`src/rtl/mwr_pkg.sv`:
```
package mwr_pkg;
  typedef enum logic [1:0] {
    ENG_IDLE  = 2'd0,
    ENG_SHIFT = 2'd1,
    ENG_GAP   = 2'd2
  } eng_state_t;

  // register select codes
  localparam logic [1:0] RA_CMD  = 2'd0;
  localparam logic [1:0] RA_DATA = 2'd1;
  localparam logic [1:0] RA_CTRL = 2'd2;
  localparam logic [1:0] RA_DIV  = 2'd3;

  // opcode field values
  localparam logic [1:0] OP_EXT   = 2'b00;
  localparam logic [1:0] OP_WRITE = 2'b01;
  localparam logic [1:0] OP_READ  = 2'b10;
  localparam logic [1:0] OP_ERASE = 2'b11;

  // sub-command in the two top address bits when opcode is OP_EXT
  localparam logic [1:0] EXT_WDS   = 2'b00;
  localparam logic [1:0] EXT_WRALL = 2'b01;
  localparam logic [1:0] EXT_ERALL = 2'b10;
  localparam logic [1:0] EXT_WEN   = 2'b11;

  // control register bit positions
  localparam int CTRL_START = 0;
  localparam int CTRL_PAR   = 1;
  localparam int CTRL_PEND  = 2;
endpackage

```
`src/rtl/mwr_clkdiv.sv`:
```
module mwr_clkdiv #(
  parameter int DIV_W = 8
) (
  input  logic             clk,
  input  logic             rst,
  input  logic             en,
  input  logic [DIV_W-1:0] half,
  output logic             tick
);
  logic [DIV_W-1:0] cnt;
  logic [DIV_W:0]   nxt;

  assign nxt = {1'b0, cnt} + 1'b1;

  always_ff @(posedge clk) begin
    if (rst || !en) begin
      cnt  <= '0;
      tick <= 1'b0;
    end else if (nxt >= {1'b0, half}) begin
      cnt  <= '0;
      tick <= 1'b1;
    end else begin
      cnt  <= nxt[DIV_W-1:0];
      tick <= 1'b0;
    end
  end

  // with a phase longer than one cycle, ticks never come back to back
  assert_tick_spacing_R13: assert property (@(posedge clk) disable iff (rst)
    (tick && half > 1) |=> !tick);
endmodule

```
`src/rtl/mwr_cmd_decode.sv`:
```
module mwr_cmd_decode
  import mwr_pkg::*;
#(
  parameter int ADDR_W  = 7,
  parameter int FRAME_W = ADDR_W + 11,
  parameter int LEN_W   = $clog2(FRAME_W + 1)
) (
  input  logic [1:0]         op,
  input  logic [ADDR_W-1:0]  addr,
  input  logic [7:0]         wdata,
  input  logic               poll,
  output logic [FRAME_W-1:0] frame,
  output logic [LEN_W-1:0]   len,
  output logic               slow
);
  localparam int HDR_W = ADDR_W + 3;

  logic [1:0] ext;
  logic       carries_data;
  logic       long_frame;

  always_comb begin
    ext          = addr[ADDR_W-1 -: 2];
    carries_data = 1'b0;
    long_frame   = 1'b0;
    slow         = 1'b0;
    case (op)
      OP_READ:  long_frame = 1'b1;
      OP_WRITE: begin carries_data = 1'b1; long_frame = 1'b1; slow = 1'b1; end
      OP_ERASE: slow = 1'b1;
      default: begin
        case (ext)
          EXT_WRALL: begin carries_data = 1'b1; long_frame = 1'b1; slow = 1'b1; end
          EXT_ERALL: slow = 1'b1;
          EXT_WEN:   slow = 1'b0;
          EXT_WDS:   slow = 1'b0;
          default:   slow = 1'b0;
        endcase
      end
    endcase
    frame = {1'b1, op, addr, (carries_data ? wdata : 8'h00)};
    len   = long_frame ? LEN_W'(FRAME_W) : LEN_W'(HDR_W);
    if (poll) begin
      frame = '0;
      len   = LEN_W'(1);
      slow  = 1'b0;
    end
  end
endmodule

```
`src/rtl/mwr_frame_eng.sv`:
```
module mwr_frame_eng
  import mwr_pkg::*;
#(
  parameter int FRAME_W = 18,
  parameter int LEN_W   = $clog2(FRAME_W + 1)
) (
  input  logic               clk,
  input  logic               rst,
  input  logic               go,
  input  logic [FRAME_W-1:0] frame_in,
  input  logic [LEN_W-1:0]   len_in,
  input  logic               poll_in,
  input  logic               tick,
  input  logic               do_in,
  output logic               busy,
  output logic               done,
  output logic [7:0]         rx_byte,
  output logic               cs,
  output logic               sk,
  output logic               di
);
  eng_state_t         state;
  logic [FRAME_W-1:0] shreg;
  logic [LEN_W-1:0]   bits_left;
  logic               gap_cnt;
  logic               poll_q;

  assign busy = (state != ENG_IDLE);

  always_ff @(posedge clk) begin
    if (rst) begin
      state     <= ENG_IDLE;
      cs        <= 1'b0;
      sk        <= 1'b0;
      di        <= 1'b0;
      shreg     <= '0;
      bits_left <= '0;
      gap_cnt   <= 1'b0;
      poll_q    <= 1'b0;
      rx_byte   <= '0;
      done      <= 1'b0;
    end else begin
      done <= 1'b0;
      case (state)
        ENG_IDLE: if (go) begin
          state     <= ENG_SHIFT;
          cs        <= 1'b1;
          sk        <= 1'b0;
          di        <= frame_in[FRAME_W-1];
          shreg     <= frame_in << 1;
          bits_left <= len_in;
          poll_q    <= poll_in;
        end
        ENG_SHIFT: if (tick) begin
          if (!sk) begin
            sk      <= 1'b1;
            rx_byte <= {rx_byte[6:0], do_in};
          end else begin
            sk <= 1'b0;
            if (bits_left == LEN_W'(1)) begin
              cs      <= 1'b0;
              di      <= 1'b0;
              gap_cnt <= 1'b0;
              state   <= ENG_GAP;
            end else begin
              di        <= shreg[FRAME_W-1];
              shreg     <= shreg << 1;
              bits_left <= bits_left - 1'b1;
            end
          end
        end
        ENG_GAP: if (tick) begin
          if (gap_cnt) begin
            state <= ENG_IDLE;
            done  <= 1'b1;
          end else begin
            gap_cnt <= 1'b1;
          end
        end
        default: state <= ENG_IDLE;
      endcase
    end
  end

  // data to the ROM holds while the serial clock is high
  assert_di_stable_R10: assert property (@(posedge clk) disable iff (rst)
    sk |-> $stable(di));
  // no serial clock pulse outside a frame
  assert_sk_in_frame_R11: assert property (@(posedge clk) disable iff (rst)
    !cs |-> !sk);
  // a ready check keeps the line to the ROM low
  assert_poll_di_low_R8: assert property (@(posedge clk) disable iff (rst)
    (cs && poll_q) |-> !di);
  // a launch is only taken by an idle engine
  assert_go_when_idle_R12: assert property (@(posedge clk) disable iff (rst)
    go |-> (state == ENG_IDLE));
endmodule

```
`src/rtl/mwire_rom_ctrl.sv`:
```
module mwire_rom_ctrl
  import mwr_pkg::*;
#(
  parameter int ADDR_W  = 7,
  parameter int DIV_W   = 8,
  parameter int DIV_RST = 4,
  parameter int REG_W   = 16
) (
  input  logic             clk,
  input  logic             rst,
  input  logic             reg_wr,
  input  logic [1:0]       reg_addr,
  input  logic [REG_W-1:0] reg_wdata,
  output logic [REG_W-1:0] reg_rdata,
  output logic             rom_cs,
  output logic             rom_sk,
  output logic             rom_di,
  input  logic             rom_do
);
  localparam int FRAME_W = ADDR_W + 11;
  localparam int LEN_W   = $clog2(FRAME_W + 1);

  logic [ADDR_W-1:0]  cmd_addr;
  logic [1:0]         cmd_op;
  logic [7:0]         data_q;
  logic [DIV_W-1:0]   half_q;
  logic               start_q;
  logic               poll_pend;
  logic               cur_poll;
  logic               cur_read;

  logic [FRAME_W-1:0] dec_frame;
  logic [LEN_W-1:0]   dec_len;
  logic               dec_slow;
  logic               go;
  logic               tick;
  logic               eng_busy;
  logic               eng_done;
  logic [7:0]         eng_rx;

  assign go = reg_wr && (reg_addr == RA_CTRL) && reg_wdata[CTRL_START]
              && !reg_wdata[CTRL_PAR] && !start_q;

  mwr_cmd_decode #(.ADDR_W(ADDR_W), .FRAME_W(FRAME_W), .LEN_W(LEN_W)) u_dec (
    .op(cmd_op), .addr(cmd_addr), .wdata(data_q), .poll(poll_pend),
    .frame(dec_frame), .len(dec_len), .slow(dec_slow)
  );

  mwr_clkdiv #(.DIV_W(DIV_W)) u_div (
    .clk(clk), .rst(rst), .en(eng_busy), .half(half_q), .tick(tick)
  );

  mwr_frame_eng #(.FRAME_W(FRAME_W), .LEN_W(LEN_W)) u_eng (
    .clk(clk), .rst(rst), .go(go), .frame_in(dec_frame), .len_in(dec_len),
    .poll_in(poll_pend), .tick(tick), .do_in(rom_do), .busy(eng_busy),
    .done(eng_done), .rx_byte(eng_rx), .cs(rom_cs), .sk(rom_sk), .di(rom_di)
  );

  always_ff @(posedge clk) begin
    if (rst) begin
      cmd_addr  <= '0;
      cmd_op    <= '0;
      data_q    <= '0;
      half_q    <= DIV_W'(DIV_RST);
      start_q   <= 1'b0;
      poll_pend <= 1'b0;
      cur_poll  <= 1'b0;
      cur_read  <= 1'b0;
    end else begin
      if (reg_wr) begin
        case (reg_addr)
          RA_CMD:  {cmd_op, cmd_addr} <= reg_wdata[ADDR_W+1:0];
          RA_DATA: data_q <= reg_wdata[7:0];
          RA_DIV:  half_q <= reg_wdata[DIV_W-1:0];
          default: ;
        endcase
      end
      if (go) begin
        start_q  <= 1'b1;
        cur_poll <= poll_pend;
        cur_read <= !poll_pend && (cmd_op == OP_READ);
        if (!poll_pend && dec_slow) poll_pend <= 1'b1;
      end
      if (eng_done) begin
        start_q <= 1'b0;
        if (cur_poll && eng_rx[0]) poll_pend <= 1'b0;
        if (cur_read) data_q <= eng_rx;
      end
    end
  end

  always_ff @(posedge clk) begin
    if (rst) begin
      reg_rdata <= '0;
    end else begin
      reg_rdata <= '0;
      case (reg_addr)
        RA_CMD:  reg_rdata <= REG_W'({cmd_op, cmd_addr});
        RA_DATA: reg_rdata <= REG_W'(data_q);
        RA_CTRL: begin
          reg_rdata[CTRL_START] <= start_q;
          reg_rdata[CTRL_PEND]  <= poll_pend;
        end
        default: reg_rdata <= REG_W'(half_q);
      endcase
    end
  end

  // the start bit only drops when the engine reports the end of an access
  assert_start_clear_R4: assert property (@(posedge clk) disable iff (rst)
    $fell(start_q) |-> $past(eng_done));
  // poll-pending rises only together with a frame being opened
  assert_pend_rise_R6: assert property (@(posedge clk) disable iff (rst)
    $rose(poll_pend) |-> rom_cs);
  // poll-pending drops only at the end of an access
  assert_pend_fall_R8: assert property (@(posedge clk) disable iff (rst)
    $fell(poll_pend) |-> $past(eng_done));
  // a frame on the wires always has the start bit showing busy
  assert_cs_busy_R12: assert property (@(posedge clk) disable iff (rst)
    rom_cs |-> start_q);
endmodule

```
`config.mk`:
```
export PLATFORM = sky130hd
export DESIGN_NAME = mwire_rom_ctrl
export DESIGN_NICKNAME = d
export VERILOG_FILES = /design/src/rtl/mwr_pkg.sv /design/src/rtl/mwr_clkdiv.sv /design/src/rtl/mwr_cmd_decode.sv /design/src/rtl/mwr_frame_eng.sv /design/src/rtl/mwire_rom_ctrl.sv
export SDC_FILE = /design/constraint.sdc
export NUM_CORES = 1
export LEC_CHECK = 0
export BUFFER_PORTS_ARGS = -buffer_cell sky130_fd_sc_hd__buf_2
export CORE_ASPECT_RATIO = 0.6
export CORE_MARGIN = 5
export CORE_UTILIZATION = 59
export CTS_CLUSTER_SIZE = 14
export DETAILED_ROUTE_END_ITERATION = 10
export PLACE_DENSITY = 0.8
export SLEW_MARGIN = 15
export SYNTH_ARGS = -nofsm -noshare
export SYNTH_HDL_FRONTEND = slang
export SYNTH_SLANG_ARGS = --single-unit
export TNS_END_PERCENT = 20
```
`constraint.sdc`:
```
create_clock -name clk -period 2.9 [get_ports clk]
set_clock_uncertainty 0.15 [all_clocks]
set_input_delay 0.145 -clock clk [delete_from_list [all_inputs] [get_ports clk]]
set_output_delay 0.145 -clock clk [all_outputs]
set_load 0.02 [all_outputs]
```
==> flow_summary.ini, run 1 <==
[power_and_ir_drop]
p_sw_mw = 0.553
p_per_area_nw_per_um2 = 553
p_int_mw = 1.94
switching_share_pct = 22.1
ir_drop_mv = 0.486
seq_power_share_pct = 47.8
clock_power_share_pct = 45.4
p_leak_nw = 1.76
comb_power_share_pct = 6.8

[sta]
fmax_mhz = 374
drv_slew = 0
final-hold-violation-count = 0
fin_crit_sh_pct = 92.1
fin_setup_tns_ns = 0
slew_headroom_pct = 36.5
fin_crit_ns = 2.67
setup_violations = 0
worstMarginPinSlew_ns = 0.952
rsz0062_at_grt = no

[critical_path]
critPathRequiredTime_ns = 3.00
cp_max_fo = 9
rrSetupSlack_ns = 0.23
arrival_ns = 2.78
start_kind = register
worstReg2RegStart = u_div.cnt[2]$_SDFF_PP0_
cpPeakStageDelay_ns = 0.42
ff2ff_path_depth = 8
cpMaxStageDelayCell = dfxtp_1
cp_cell_sequence = nand3_1 -> nor3_1 -> xor2_1 -> ha_1 -> and4_1 -> a21oi_1 -> o221ai_2 -> nor3b_1
cpLargestDelayFamily = simple AND/OR/NAND/NOR gates
critPathBufInv = 0
path_class = register to register
r2r-end = u_div.cnt[5]$_SDFF_PP0_
critPathCaptureType = register

[synth]
ys_types = 49
ys_ff_latch = 84
yosys-top-cells-area = dfxtp_1, a21oi_1, mux2i_1
muxShareOfSynthArea_pct = 6.89
yosys.area_share.simple_pct = 18.8
yosys_most_used_dff = dfxtp_1
synth_top_family_by_area = simple AND/OR/NAND/NOR gates
synthXorXnorAreaFrac_pct = 1.75
synth-seq-area-share_pct = 42.1
synth_warnings = 0
async_reset_ff_share_pct = 0
syn_area_um2 = 3990
synth_compound_area_share_pct = 18.7
syn_inst = 459
synth-edff-count = 0
synth.top_cell.area_share_pct = 42.1
avgSynthCellArea_um2 = 8.70
yosysTopAreaCell = dfxtp_1
synthAdderAreaFrac_pct = 5.01

[worst_hold_path]
holdPathEnd = reg_rdata[8]$_SDFF_PP0_
hold_depth = 2
hp-class = input port to register
hp-start = reg_addr[1]

[floorplan]
die_w_um = 116
start_util_pct = 60.3
fp-row-count = 23
fp.dieH_um = 73.7
die_area_um2 = 8570
io_pins = 41
coreArea_um2 = 6620

[final_layout]
drive_above_1_share_pct = 11.4
utilization_pct = 68.2
final.fill_count = 544
final_nets = 516
synthToLayoutAreaGrowth_pct = 13.1
layout_common_cells = dfxtp_1, a21oi_1, nor2_1
multi_input_area_um2 = 2080
diodes = 0
final_common_cell = dfxtp_1
register_area_um2 = 1680

[route]
viasPerCell = 6.23
wl_um = 10100
drc = 0
num_vias = 3539
drt-initial-drc-count = 362
antenna_left = 0
detail_route.wl_per_cell_um = 17.8
first_pass_iters = 5

[clock_tree]
clock_sinks = 84
clk_pin_slew_ns = 0.06
clk_path_buf_depth = 2
cts-buffers-inserted = 9
cts_tree = yes
cts_root_buf = clkbuf_16
h-tree-depth = 3
cts_setup_buffers = 0
clkLatencyLatePin_ns = 0.34

[grt]
grt_max_degree = 39
grt_pass1_wl_um = 16100
antenna_found_initial = 0
overflow = 0
grt_pass1_vias = 3205
track_usage_pct = 24.7

[place]
place_congestion = 0.819
io_buffers = 26
hpwl_um = 6970

[outcome]
status = finished clean

[flow_run]
cap_violations = 0
-- per-stage QoR --
stage                     hold WS [ns]  instance area [um2]  power, mW  setup slack (ns)  std cells
after floorplan                  0.131                 4020       1.33             0.612        465
after global placement           0.235                 4120       1.37             0.336        544
after detailed placement         0.246                 4120       1.37             0.210        544
after CTS                       0.0646                 4510       2.51             0.125        568
after global routing            0.0796                 4520       2.58            0.0681        568
final                           0.0982                 4520       2.50             0.228        568
-- logic make-up (layout without fill, tap and decap cells) --
kind of cell | Yosys count | after routing
DFF | 84 | 84
xor gates and xnor gates | 8 | 8
muxes | 25 | 25
adders and majority gates | 16 | 16
other | 1 | 7
AOI/OAI and AO/OA | 114 | 114
and+or+nand+nor | 152 | 152
buffers and inverters | 59 | 75
-- how the worst max path moves through the flow --
stage	from	to	slack [ns]	depth (start not counted)
after floorplan	u_div.cnt[2]$_SDFF_PP0_	u_div.cnt[2]$_SDFF_PP0_	0.61	8
after global placement	u_div.cnt[2]$_SDFF_PP0_	u_div.tick$_SDFF_PP0_	0.34	8
after detailed placement	u_div.cnt[2]$_SDFF_PP0_	u_div.tick$_SDFF_PP0_	0.21	8
after CTS	u_div.cnt[2]$_SDFF_PP0_	u_div.cnt[5]$_SDFF_PP0_	0.12	8
after global routing	u_div.cnt[2]$_SDFF_PP0_	u_div.cnt[5]$_SDFF_PP0_	0.07	8
final	u_div.cnt[2]$_SDFF_PP0_	u_div.cnt[5]$_SDFF_PP0_	0.23	8
-- power by group through the flow --
| stage | clock network (mW) | logic [mW] | registers [mW] |
|---|---|---|---|
| floorplan | 0 | 0.114 | 1.22 |
| global placement | 0 | 0.151 | 1.22 |
| detailed placement | 0 | 0.155 | 1.22 |
| CTS | 1.16 | 0.167 | 1.19 |
| global route | 1.20 | 0.185 | 1.19 |
| finish | 1.13 | 0.171 | 1.19 |
-- state kept, by name (all words and copies together) (netlist names), 5 cells and up --
name	flops
reg_rdata	9
u_eng.rx_byte	8
u_div.cnt	8
u_eng.bits_left	5
cmd_addr	7
data_q	8
u_eng.shreg	17
half_q	8
-- final cells by class --
cell class	count	area share, %
multi-input cells	322	46.1
flip-flops and latches	84	37.2
repair buffers	44	6.43
clock buffers	12	5.68
well taps	87	2.41
inverters	17	1.41
clock inverters	2	0.776
-- cell usage after synthesis, types with 2 or more instances --
master / count
buf_4: 8
ha_1: 16
a211oi_1: 10
nor2_1: 41
a21oi_1: 55
mux4_2: 2
and3_1: 4
nand2b_1: 2
nand4_1: 2
a311oi_1: 8
dfxtp_1: 84
nand3_1: 5
mux2i_1: 23
nor4_1: 2
xnor2_1: 3
a31oi_1: 3
inv_1: 17
nand2_1: 39
nor3b_1: 15
a2111oi_0: 10
buf_2: 5
buf_1: 2
nand3b_1: 4
and2_1: 4
xor2_1: 5
nor3_1: 26
o21ai_0: 7
clkbuf_1: 26
o211ai_1: 2
a22oi_1: 8
nor2b_1: 3
-- routing by layer --
metal	vias up	routed length (um)	part of all wire [%]	GRT usage (%)
met5	-	0	0	0
met4	0	181	1.8	8.62
met3	27	968	9.6	8.40
met2	185	4270	42	35.3
met1	1658	4690	46	34.8
li1	1669	-	-	-
-- what timing repair did --
item	in CTS	in global routing
endpoints found under the hold margin	18	0
setup endpoints to repair	0	9
gates resized for setup	0	1
hold buffers	10	0
(Power assumes the default switching activity.)
==> inputs of run 2 (changes only) <==
--- a/config.mk
+++ b/config.mk
@@ -7,7 +7,7 @@
 export LEC_CHECK = 0
 export BUFFER_PORTS_ARGS = -buffer_cell sky130_fd_sc_hd__buf_2
 export CORE_ASPECT_RATIO = 0.6
-export CORE_MARGIN = 5
+export CORE_MARGIN = 4
 export CORE_UTILIZATION = 59
 export CTS_CLUSTER_SIZE = 14
 export DETAILED_ROUTE_END_ITERATION = 10
==> constraint.sdc (replaced) <==
create_clock -name clk -period 2.65 [get_ports clk]
set_clock_uncertainty 0.15 [all_clocks]
set_input_delay 0.1325 -clock clk [delete_from_list [all_inputs] [get_ports clk]]
set_output_delay 0.1325 -clock clk [all_outputs]
set_load 0.02 [all_outputs]
==> run 2 against run 1 <==
  * Register-to-register slack worse by 0.14 ns
  * Sequential share of layout area down 0.69 points
  * First-iteration DRC count up 14%
  * Global-route usage up 1.7 points
  * Final cell count up 0.35%
  * Worst hold slack worse by 0.046 ns
  * Critical path depth unchanged
  * Total power up 11%
  * Clock-buffer cell count unchanged
  * Die area down 4.4%
  * Routed wire length up 2.9%
  * Critical path type unchanged
  * Highest routed layer unchanged
==> flow_summary.ini, run 2 (synthesis results as in run 1) <==
[route]
first_pass_iters = 6
antenna_left = 0
wl_um = 10400
num_vias = 3589
drc = 0
viasPerCell = 6.30
drt-initial-drc-count = 414
detail_route.wl_per_cell_um = 18.3

[clock_tree]
clkLatencyLatePin_ns = 0.35
cts_root_buf = clkbuf_16
clk_path_buf_depth = 2
cts_tree = yes
clock_sinks = 84
cts_setup_buffers = 0
clk_pin_slew_ns = 0.06
h-tree-depth = 3
cts-buffers-inserted = 9

[grt]
track_usage_pct = 26.4
grt_use_met2_pct = 38.1
grt_use_met1_pct = 36.7
grt_max_degree = 39
overflow = 0
antenna_found_initial = 0
grt_pass1_vias = 3368
grt.busiest_layer = met2
use_met3_pct = 10.6
grt_pass1_wl_um = 16900

[sta]
fmax_mhz = 391
setup_violations = 0
fin_crit_ns = 2.56
whs_ns = 0.0519
slew_headroom_pct = 54.9
fin_crit_sh_pct = 96.6
worstMarginPinSlew_ns = 0.676
final-hold-violation-count = 0
drv_slew = 0

[final_layout]
largest_register_ffs = 17
drive_above_1_share_pct = 13.6
layout_common_cells = dfxtp_1, a21oi_1, nor2_1
regMostFlops = u_eng.shreg
diodes = 0
final_common_cell = dfxtp_1
final_nets = 519
synthToLayoutAreaGrowth_pct = 15.2
largestRegisters = u_eng.shreg x17, reg_rdata x9

[floorplan]
die_area_um2 = 8190
io_pins = 41
fp-row-count = 22
fp.dieH_um = 71.7
coreArea_um2 = 6330
start_util_pct = 63.1
die_w_um = 114

[power_and_ir_drop]
p_int_mw = 2.14
p_per_area_nw_per_um2 = 603
clock_power_share_pct = 46.1
p_sw_mw = 0.638
seq_power_share_pct = 47.0
total_power_mw = 2.78
ir_drop_mv = 0.489
switching_share_pct = 23.0
p_leak_nw = 1.79
comb_power_share_pct = 6.9

[place]
hpwl_um = 6970
place_congestion = 0.859
io_buffers = 26

[critical_path]
critPathRequiredTime_ns = 2.74
critPathCaptureType = register
arrival_ns = 2.65
path_class = register to register
cp_max_fo = 9
start_kind = register

[worst_hold_path]
hp-class = input port to register

[outcome]
status = finished clean

[flow_run]
cap_violations = 0
==> run 2: stage by stage <==
stage               cell area (um2)    TNS, ns  worst slack (ns)  cells  util, %
floorplan                      4020          0             0.362    465        -
global placement               4150          0             0.141    544     65.6
detailed placement             4150          0            0.0315    544     65.6
CTS                            4550          0            0.0288    570     71.9
global route                   4600  -0.000424         -0.000424    570     72.7
finish                         4600          0            0.0901    570     72.7
==> run 2: power by group through the flow <==
stage	Sequential [mW]	Combinational, mW	Clock [mW]
global route	1.31	0.209	1.35
floorplan	1.33	0.125	0
global placement	1.33	0.168	0
finish	1.31	0.192	1.28
CTS	1.30	0.186	1.30
detailed placement	1.33	0.172	0
==> run 2: area by class of cell <==
type | instances | area (um2)
timing repair buffer | 47 | 325
sequential | 84 | 1680
clock inverter | 4 | 47.5
clock buffer | 12 | 256
multi-input combinational | 322 | 2120
inverter | 17 | 63.8
fill | 490 | 1730
tap | 84 | 105
==> run 2: path summary, 6_finish.rpt <==
check | depth (start not counted) | start | slack (ns) | to
setup / recovery | 8 | u_div.cnt[2]$_SDFF_PP0_ | 0.09 | u_div.tick$_SDFF_PP0_
hold / removal | 2 | reg_addr[1] | 0.05 | reg_rdata[8]$_SDFF_PP0_
setup reg to reg | 8 | u_div.cnt[2]$_SDFF_PP0_ | 0.09 | u_div.tick$_SDFF_PP0_
hold reg to reg | 1 | u_eng.done$_SDFF_PP0_ | 0.31 | start_q$_SDFFE_PP0P_
==> run 2: timing repair <==
| action | CTS | global route |
|---|---|---|
| resized for setup | 0 | 8 |
| hold endpoints to repair | 18 | 0 |
| hold buffers | 10 | 0 |
| endpoints found under the setup margin | 0 | 9 |
==> run 2: routing by layer <==
| layer | vias up | routed length, um |
|---|---|---|
| met4 | 0 | 127 |
| met2 | 175 | 4470 |
| li1 | 1682 | - |
| met5 | - | 0 |
| met1 | 1711 | 4820 |
| met3 | 21 | 989 |
==> run 2: critical path, stage by stage (launching register included) <==
cell and delay, ns:
dfxtp_1 0.41, nand3_1 0.19, nor2_1 0.19, xor2_1 0.29, ha_1 0.32, and4_1 0.26, a21oi_2 0.21, o221ai_4 0.20
o21a_1 0.23
